==> config.mk <==
export PLATFORM = sky130hd
export DESIGN_NAME = copy_row_table
export DESIGN_NICKNAME = d
export VERILOG_FILES = /design/src/rtl/crt_pkg.sv /design/src/rtl/crt_lookup.sv /design/src/rtl/crt_victim.sv /design/src/rtl/crt_bank.sv /design/src/rtl/copy_row_table.sv
export SDC_FILE = /design/constraint.sdc
export NUM_CORES = 2
export LEC_CHECK = 0
export BUFFER_PORTS_ARGS = -buffer_cell sky130_fd_sc_hd__buf_2
export CORE_MARGIN = 4
export CORE_UTILIZATION = 40
export CTS_BUF_LIST = sky130_fd_sc_hd__clkbuf_2 sky130_fd_sc_hd__clkbuf_4 sky130_fd_sc_hd__clkbuf_8
export CTS_CLUSTER_DIAMETER = 60
export CTS_CLUSTER_SIZE = 30
export DETAILED_ROUTE_END_ITERATION = 12
export GPL_TIMING_DRIVEN = 1
export PLACE_DENSITY = 0.57
export SYNTH_ARGS = -nofsm -noshare
export SYNTH_HDL_FRONTEND = slang
export SYNTH_SLANG_ARGS = --single-unit
==> constraint.sdc <==
create_clock -name clk -period 24.8 [get_ports clk]
set_clock_uncertainty 0.1 [all_clocks]
set_input_delay 6.2 -clock clk [delete_from_list [all_inputs] [get_ports clk]]
set_output_delay 6.2 -clock clk [all_outputs]
set_load 0.05 [all_outputs]
==> src/rtl/crt_pkg.sv <==
package crt_pkg;
   // Activate flavour chosen for a request
   typedef enum logic [1:0] {
      CMD_ACT       = 2'd0,
      CMD_ACT_COPY  = 2'd1,
      CMD_ACT_TWO   = 2'd2,
      CMD_ACT_REMAP = 2'd3
   } crt_cmd_e;
endpackage

==> src/rtl/crt_lookup.sv <==
module crt_lookup #(
   parameter int ENTRIES = 8,
   parameter int TAG_W   = 9,
   parameter int IDX_W   = 3
) (
   input  logic [ENTRIES-1:0]            ent_valid,
   input  logic [ENTRIES-1:0]            ent_remap,
   input  logic [ENTRIES-1:0][TAG_W-1:0] ent_tag,
   input  logic [TAG_W-1:0]              key,
   output logic [ENTRIES-1:0]            cache_hit,
   output logic [ENTRIES-1:0]            remap_hit,
   output logic                          cache_any,
   output logic                          remap_any,
   output logic [IDX_W-1:0]              cache_idx,
   output logic [IDX_W-1:0]              remap_idx
);
   // Per-entry tag comparators, split by entry role
   for (genvar g = 0; g < ENTRIES; g++) begin : g_cmp
      logic match;
      assign match        = ent_valid[g] && (ent_tag[g] == key);
      assign cache_hit[g] = match && !ent_remap[g];
      assign remap_hit[g] = match &&  ent_remap[g];
   end

   assign cache_any = |cache_hit;
   assign remap_any = |remap_hit;

   // Lowest index wins; scan from the top
   always_comb begin
      cache_idx = '0;
      remap_idx = '0;
      for (int k = ENTRIES - 1; k >= 0; k--) begin
         if (cache_hit[k]) cache_idx = IDX_W'(k);
         if (remap_hit[k]) remap_idx = IDX_W'(k);
      end
   end
endmodule

==> src/rtl/crt_victim.sv <==
module crt_victim #(
   parameter int ENTRIES = 8,
   parameter int IDX_W   = 3
) (
   input  logic [ENTRIES-1:0]            ent_valid,
   input  logic [ENTRIES-1:0]            ent_remap,
   input  logic [ENTRIES-1:0][IDX_W-1:0] ent_age,
   output logic                          found,
   output logic [IDX_W-1:0]              idx
);
   logic             inv_found, old_found;
   logic [IDX_W-1:0] inv_idx, old_idx, best_age;

   always_comb begin
      inv_found = 1'b0;
      inv_idx   = '0;
      old_found = 1'b0;
      old_idx   = '0;
      best_age  = '0;
      for (int k = 0; k < ENTRIES; k++) begin
         // Replacement entries are pinned and never eligible
         if (!ent_remap[k]) begin
            if (!ent_valid[k]) begin
               if (!inv_found) begin
                  inv_found = 1'b1;
                  inv_idx   = IDX_W'(k);
               end
            end else if (!old_found || (ent_age[k] > best_age)) begin
               old_found = 1'b1;
               old_idx   = IDX_W'(k);
               best_age  = ent_age[k];
            end
         end
      end
      found = inv_found || old_found;
      idx   = inv_found ? inv_idx : old_idx;
   end
endmodule

==> src/rtl/crt_bank.sv <==
module crt_bank
   import crt_pkg::*;
#(
   parameter int ENTRIES = 8,
   parameter int TAG_W   = 9,
   parameter int IDX_W   = 3
) (
   input  logic             clk,
   input  logic             rst_n,
   input  logic             lk_en,
   input  logic [TAG_W-1:0] lk_key,
   input  logic             cfg_en,
   input  logic             cfg_install,
   input  logic [IDX_W-1:0] cfg_slot,
   input  logic [TAG_W-1:0] cfg_key,
   output crt_cmd_e         dec_kind,
   output logic [IDX_W-1:0] dec_slot
);
   logic [ENTRIES-1:0]            valid_q, valid_d;
   logic [ENTRIES-1:0]            remap_q, remap_d;
   logic [ENTRIES-1:0][TAG_W-1:0] tag_q,   tag_d;
   logic [ENTRIES-1:0][IDX_W-1:0] age_q,   age_d;

   logic [ENTRIES-1:0] cache_hit, remap_hit;
   logic               cache_any, remap_any, vic_found;
   logic [IDX_W-1:0]   cache_idx, remap_idx, vic_idx;
   logic               touch;

   crt_lookup #(.ENTRIES(ENTRIES), .TAG_W(TAG_W), .IDX_W(IDX_W)) u_lookup (
      .ent_valid (valid_q),
      .ent_remap (remap_q),
      .ent_tag   (tag_q),
      .key       (lk_key),
      .cache_hit (cache_hit),
      .remap_hit (remap_hit),
      .cache_any (cache_any),
      .remap_any (remap_any),
      .cache_idx (cache_idx),
      .remap_idx (remap_idx)
   );

   crt_victim #(.ENTRIES(ENTRIES), .IDX_W(IDX_W)) u_victim (
      .ent_valid (valid_q),
      .ent_remap (remap_q),
      .ent_age   (age_q),
      .found     (vic_found),
      .idx       (vic_idx)
   );

   // Decision from the table state before this cycle's updates
   always_comb begin
      if (remap_any) begin
         dec_kind = CMD_ACT_REMAP;
         dec_slot = remap_idx;
      end else if (cache_any) begin
         dec_kind = CMD_ACT_TWO;
         dec_slot = cache_idx;
      end else if (vic_found) begin
         dec_kind = CMD_ACT_COPY;
         dec_slot = vic_idx;
      end else begin
         dec_kind = CMD_ACT;
         dec_slot = '0;
      end
   end

   assign touch = lk_en && ((dec_kind == CMD_ACT_TWO) || (dec_kind == CMD_ACT_COPY));

   // Next state: lookup effects first, configuration layered on top
   always_comb begin
      valid_d = valid_q;
      remap_d = remap_q;
      tag_d   = tag_q;
      age_d   = age_q;
      if (lk_en && (dec_kind == CMD_ACT_COPY)) begin
         valid_d[dec_slot] = 1'b1;
         remap_d[dec_slot] = 1'b0;
         tag_d[dec_slot]   = lk_key;
      end
      if (touch) begin
         for (int k = 0; k < ENTRIES; k++) begin
            if (IDX_W'(k) == dec_slot)          age_d[k] = '0;
            else if (age_q[k] < age_q[dec_slot]) age_d[k] = age_q[k] + 1'b1;
         end
      end
      if (cfg_en) begin
         if (cfg_install) begin
            for (int k = 0; k < ENTRIES; k++) begin
               if (valid_d[k] && !remap_d[k] && (tag_d[k] == cfg_key)) valid_d[k] = 1'b0;
            end
            valid_d[cfg_slot] = 1'b1;
            remap_d[cfg_slot] = 1'b1;
            tag_d[cfg_slot]   = cfg_key;
         end else begin
            valid_d[cfg_slot] = 1'b0;
            remap_d[cfg_slot] = 1'b0;
         end
      end
   end

   always_ff @(posedge clk) begin
      if (!rst_n) begin
         valid_q <= '0;
         remap_q <= '0;
         tag_q   <= '0;
         for (int k = 0; k < ENTRIES; k++) age_q[k] <= IDX_W'(k);
      end else begin
         valid_q <= valid_d;
         remap_q <= remap_d;
         tag_q   <= tag_d;
         age_q   <= age_d;
      end
   end

   // Recency values must stay a permutation of slot numbers
   logic [ENTRIES-1:0] age_seen;
   always_comb begin
      age_seen = '0;
      for (int k = 0; k < ENTRIES; k++) age_seen[age_q[k]] = 1'b1;
   end

   AST_CACHE_UNIQUE: assert property (@(posedge clk) disable iff (!rst_n)
      $onehot0(cache_hit));
   AST_VICTIM_NOT_PINNED: assert property (@(posedge clk) disable iff (!rst_n)
      (dec_kind == CMD_ACT_COPY) |-> !remap_q[dec_slot]);
   AST_PINNED_HOLD: assert property (@(posedge clk) disable iff (!rst_n)
      !cfg_en |=> $stable(remap_q));
   AST_ALLOC_FILLS: assert property (@(posedge clk) disable iff (!rst_n)
      (lk_en && (dec_kind == CMD_ACT_COPY) && !cfg_en) |=>
      (valid_q[$past(dec_slot)] && (tag_q[$past(dec_slot)] == $past(lk_key))));
   AST_AGE_PERMUTATION: assert property (@(posedge clk) disable iff (!rst_n)
      $countones(age_seen) == ENTRIES);
   AST_FULL_PINNED_PLAIN: assert property (@(posedge clk) disable iff (!rst_n)
      ((&remap_q) && !remap_any) |-> (dec_kind == CMD_ACT));
endmodule

==> src/rtl/copy_row_table.sv <==
module copy_row_table
   import crt_pkg::*;
#(
   parameter int NUM_SUBARRAYS = 4,
   parameter int ROWS_PER_SA   = 512,
   parameter int COPY_ROWS     = 8,
   parameter int SA_W          = $clog2(NUM_SUBARRAYS),
   parameter int ROW_W         = $clog2(ROWS_PER_SA),
   parameter int SLOT_W        = $clog2(COPY_ROWS)
) (
   input  logic              clk,
   input  logic              rst_n,
   input  logic              req_valid,
   input  logic [SA_W-1:0]   req_sa,
   input  logic [ROW_W-1:0]  req_row,
   input  logic              cfg_valid,
   input  logic [SA_W-1:0]   cfg_sa,
   input  logic [SLOT_W-1:0] cfg_slot,
   input  logic              cfg_install,
   input  logic [ROW_W-1:0]  cfg_row,
   output logic              cmd_valid,
   output logic [1:0]        cmd_kind,
   output logic [SA_W-1:0]   cmd_sa,
   output logic [ROW_W-1:0]  cmd_row,
   output logic [SLOT_W-1:0] cmd_slot
);
   // Elaboration-time parameter checks
   if (NUM_SUBARRAYS < 2 || (1 << SA_W) != NUM_SUBARRAYS) begin : g_bad_sa
      $error("NUM_SUBARRAYS must be a power of two, at least 2");
   end
   if (COPY_ROWS < 2 || (1 << SLOT_W) != COPY_ROWS) begin : g_bad_cr
      $error("COPY_ROWS must be a power of two, at least 2");
   end
   if (ROWS_PER_SA < 2 || (1 << ROW_W) != ROWS_PER_SA) begin : g_bad_rows
      $error("ROWS_PER_SA must be a power of two, at least 2");
   end

   crt_cmd_e          bank_kind [NUM_SUBARRAYS];
   logic [SLOT_W-1:0] bank_slot [NUM_SUBARRAYS];

   for (genvar i = 0; i < NUM_SUBARRAYS; i++) begin : g_bank
      crt_bank #(.ENTRIES(COPY_ROWS), .TAG_W(ROW_W), .IDX_W(SLOT_W)) u_bank (
         .clk         (clk),
         .rst_n       (rst_n),
         .lk_en       (req_valid && (req_sa == SA_W'(i))),
         .lk_key      (req_row),
         .cfg_en      (cfg_valid && (cfg_sa == SA_W'(i))),
         .cfg_install (cfg_install),
         .cfg_slot    (cfg_slot),
         .cfg_key     (cfg_row),
         .dec_kind    (bank_kind[i]),
         .dec_slot    (bank_slot[i])
      );
   end

   always_ff @(posedge clk) begin
      if (!rst_n) begin
         cmd_valid <= 1'b0;
         cmd_kind  <= CMD_ACT;
         cmd_sa    <= '0;
         cmd_row   <= '0;
         cmd_slot  <= '0;
      end else begin
         cmd_valid <= req_valid;
         if (req_valid) begin
            cmd_kind <= bank_kind[req_sa];
            cmd_slot <= bank_slot[req_sa];
            cmd_sa   <= req_sa;
            cmd_row  <= req_row;
         end
      end
   end

   AST_CMD_NEEDS_REQ: assert property (@(posedge clk) disable iff (!rst_n)
      cmd_valid |-> $past(req_valid));
   AST_IDLE_QUIET: assert property (@(posedge clk) disable iff (!rst_n)
      !req_valid |=> !cmd_valid);
endmodule

==> results.py <==
metrics = {
    "pwr": {
        "ir_drop_uv": 37.7,
        "p_leak_nw": 13.8,
        "pwr_density_cell_mw_per_mm2": 42.0,
    },
    "floorplanning": {
        "pin_count": 47,
        "dieArea_mm2": 0.0987,
        "core_area_mm2": 0.0932,
        "initial_utilization_pct": 40.2,
        "dieHeight_um": 314,
        "die-width_um": 314,
        "rows": 112,
    },
    "logic_synthesis": {
        "synthArstFlopShare_pct": 0,
        "syn_area_mm2": 0.0375,
        "yosys_most_used_dff": "dfxtp_1",
        "ys_ff_latch": 465,
        "syn_inst": 4721,
        "yosysWarnings": 0,
        "syn-num-nets": 4935,
        "synthDistinctLibCells": 105,
        "synth.avg_cell_area_um2": 7.94,
        "synth_edf_count": 0,
        "yosysSeqAreaShare_pct": 24.8,
    },
    "worst_setup_path": {
        "r2r_cells": 60,
        "reg2reg_to": "g_bank[3].u_bank.age_q[8]",
        "critPathMaxFanout": 19,
        "cp_slowest_cell": "a311oi_4",
        "r2r_setup_slack_ps": 10140,
        "r2r_start": "g_bank[3].u_bank.valid_q[0]",
        "startpoint": "g_bank[3].u_bank.valid_q[0]",
        "critPathCaptureType": "flop",
        "endpoint": "g_bank[3].u_bank.age_q[8]",
        "path_class": "flop to flop",
        "critPathMaxStageDelay_ps": 770,
        "worstPathRequired_ps": 25330,
        "cp_common_cell": "ha_1",
        "startpoint_type": "flop",
        "worstPathArrival_ps": 15190,
    },
    "clock_network": {
        "postCtsHoldBufs": 0,
        "cts_tree": "yes",
        "cts_resized": 0,
        "clk_path_buf_depth": 3,
        "cts_setup_buffers": 0,
        "cts-root-buf": "clkbuf_8",
        "clock_latency_ps": 730,
        "cts_buffers": 51,
        "cts_sinks": 465,
        "clk_pin_slew_ps": 100,
        "h-tree-depth": 2,
    },
    "timing": {
        "slew_violations": 0,
        "min_period_over_period_pct": 59.1,
        "setup_viol": 0,
        "tns_ps": 0,
        "max_freq_mhz": 68.2,
        "hold_viol": 0,
        "min_period_ps": 14660,
        "rsz0062_at_grt": "false",
        "maxSlewHeadroom_pct": 11.3,
        "worst-slew-pin-transition_ps": 1330,
    },
    "placement": {
        "place.gp.congestion": 0.968,
        "dpl.hpwl_um": 91600,
        "placed_cells": 5736,
        "io_buffers": 46,
    },
    "grt": {
        "overflow": 0,
        "grt_pass1_vias": 33300,
        "antenna_found_initial": 13,
        "grt_max_degree": 185,
        "grt_usage_pct": 26.4,
        "grt_pass1_wl_um": 206000,
    },
    "drt": {
        "via_per_inst": 6.10,
        "wl_um": 135000,
        "wire_per_inst_um": 23.2,
        "drtIter0Drc": 3368,
        "ant_nets": 0,
        "drc": 0,
        "dr.pass1.iters": 7,
        "vias": 35600,
    },
    "job": {
        "cap_violations": 0,
    },
    "finish": {
        "fin_cells": 5834,
        "drive_gt1_share_pct": 7.36,
        "nNetsFinal": 4749,
        "fillers": 9445,
        "syn_to_final_growth_pct": 5.64,
    },
    "min_path": {
        "hp-class": "flop to flop",
        "min_from": "cmd_kind[0]",
    },
    "outcome": {
        "status": "complete, no violations",
    },
}
==> through the flow <==
step / total power [W] / hold slack, ps / utilization [%] / setup WS (ps) / area, µm²
after floorplan: 0.000955 / 381 / - / 11920 / 37500
after global placement: 0.00103 / 362 / 41.1 / 10510 / 38300
after detailed placement: 0.00103 / 376 / 41.1 / 10300 / 38300
after CTS: 0.00167 / 394 / 42.5 / 10200 / 39600
after global routing: 0.00172 / 411 / 42.5 / 8850 / 39600
final: 0.00166 / 392 / 42.5 / 10140 / 39600
==> state kept, by name, indices dropped and copies added (netlist names) <==
signal                 flops
cmd_kind                   2
cmd_row                    9
cmd_sa                     2
cmd_slot                   3
cmd_valid                  1
g_bank.u_bank.age_q       96
g_bank.u_bank.remap_q     32
g_bank.u_bank.tag_q      288
g_bank.u_bank.valid_q     32
==> worst max-delay path, delay by kind of cell, from the launching register on <==
| family | cells | cell delay (ps) |
|---|---|---|
| AND/OR/NAND/NOR | 15 | 2350 |
| adder cells (fa/ha/maj) | 8 | 2330 |
| multiplexers | 3 | 940 |
| buffers and inverters | 5 | 750 |
| AO/OA/AOI/OAI | 29 | 7620 |
| flip-flops | 1 | 440 |
==> report_power, final <==
group | internal, W | switching (W) | leakage (nW)
combinational | 0.0000772 | 0.000178 | 9.49
clock | 0.000276 | 0.000366 | 0.600
sequential | 0.000756 | 0.0000104 | 3.76
==> synth_stat cells (28+ instances only) <==
cell type,count,area [µm²]
nand3b_1,33,248
nor2b_1,78,488
xnor2_1,381,3340
o21ai_0,149,746
ha_1,184,2300
nand4_1,93,582
nor3_1,90,450
a21oi_1,161,806
inv_1,142,533
nand3_1,139,696
or3_1,28,175
buf_4,28,210
mux2i_1,358,3580
o21a_1,33,248
o211ai_1,28,210
nor2_1,547,2050
o22ai_1,59,369
dfxtp_1,465,9310
clkbuf_1,236,886
a211oi_1,346,2600
nor4_1,123,769
nand2_1,315,1180
nand2b_1,41,257
xor2_1,89,780
buf_2,49,245
buf_1,32,120
==> routing by layer <==
metal | wire length, µm | vias to the layer above | GRT usage [%]
met5 | 104 | - | 0
met4 | 4080 | 16 | 7.89
met3 | 11700 | 271 | 6.07
met2 | 59300 | 1271 | 41.6
met1 | 60100 | 17100 | 36.1
li1 | - | 16900 | -
==> cells by family after synthesis <==
group / count (synthesis) / synth area share (%)
xor+xnor: 470 / 11.0
fa+ha+maj: 184 / 6.14
flops: 465 / 24.8
compound gates: 1056 / 19.8
buf+inv: 508 / 5.83
simple gates: 1650 / 21.9
mux: 388 / 10.6
==> worst min path at each step <==
stage                            endpoint  slack [ps]  depth (start not counted)
2_1_floorplan  g_bank[0].u_bank.age_q[12]         380                          2
3_5_place_dp                  cmd_slot[1]         380                          2
3_3_place_gp                    cmd_sa[0]         360                          2
6_report                      cmd_kind[0]         390                          2
5_1_grt                       cmd_kind[0]         410                          2
4_1_cts                       cmd_kind[0]         390                          2
==> layout make-up <==
| cell class | instances | area, µm² | share of cell area (%) |
|---|---|---|---|
| clock buffers | 54 | 743 | 1.88 |
| well taps | 1254 | 1570 | 3.96 |
| diodes | 4 | 10.0 | 0.0253 |
| repair buffers | 121 | 853 | 2.16 |
| inverters | 148 | 563 | 1.42 |
| multi-input cells | 3748 | 26000 | 65.8 |
| flip-flops and latches | 465 | 9310 | 23.5 |
| clock inverters | 40 | 503 | 1.27 |
==> cell usage in the layout, fill, tap and decap left out, types with 14 or more instances in the layout <==
cell type  instances
a2111oi_0         14
a211oi_1         346
a21o_1            14
a21oi_1          159
a31oi_1           25
and2_1            20
and3_1            22
buf_2             27
buf_4             93
clkbuf_8          54
dfxtp_1          465
ha_1             184
inv_1            142
mux2_2            26
mux2i_1          358
nand2_1          315
nand2b_1          41
nand3_1          139
nand3b_1          33
nand4_1           93
nor2_1           546
nor2b_1           78
nor3_1            86
nor4_1           122
o2111ai_1         26
o211ai_1          28
o21a_1            33
o21ai_0          149
o22ai_1           59
or2_2             24
or3_1             28
or3b_2            14
or4_1             21
xnor2_1          381
xor2_1            89
No activity file was read; power rests on OpenSTA's default activity.
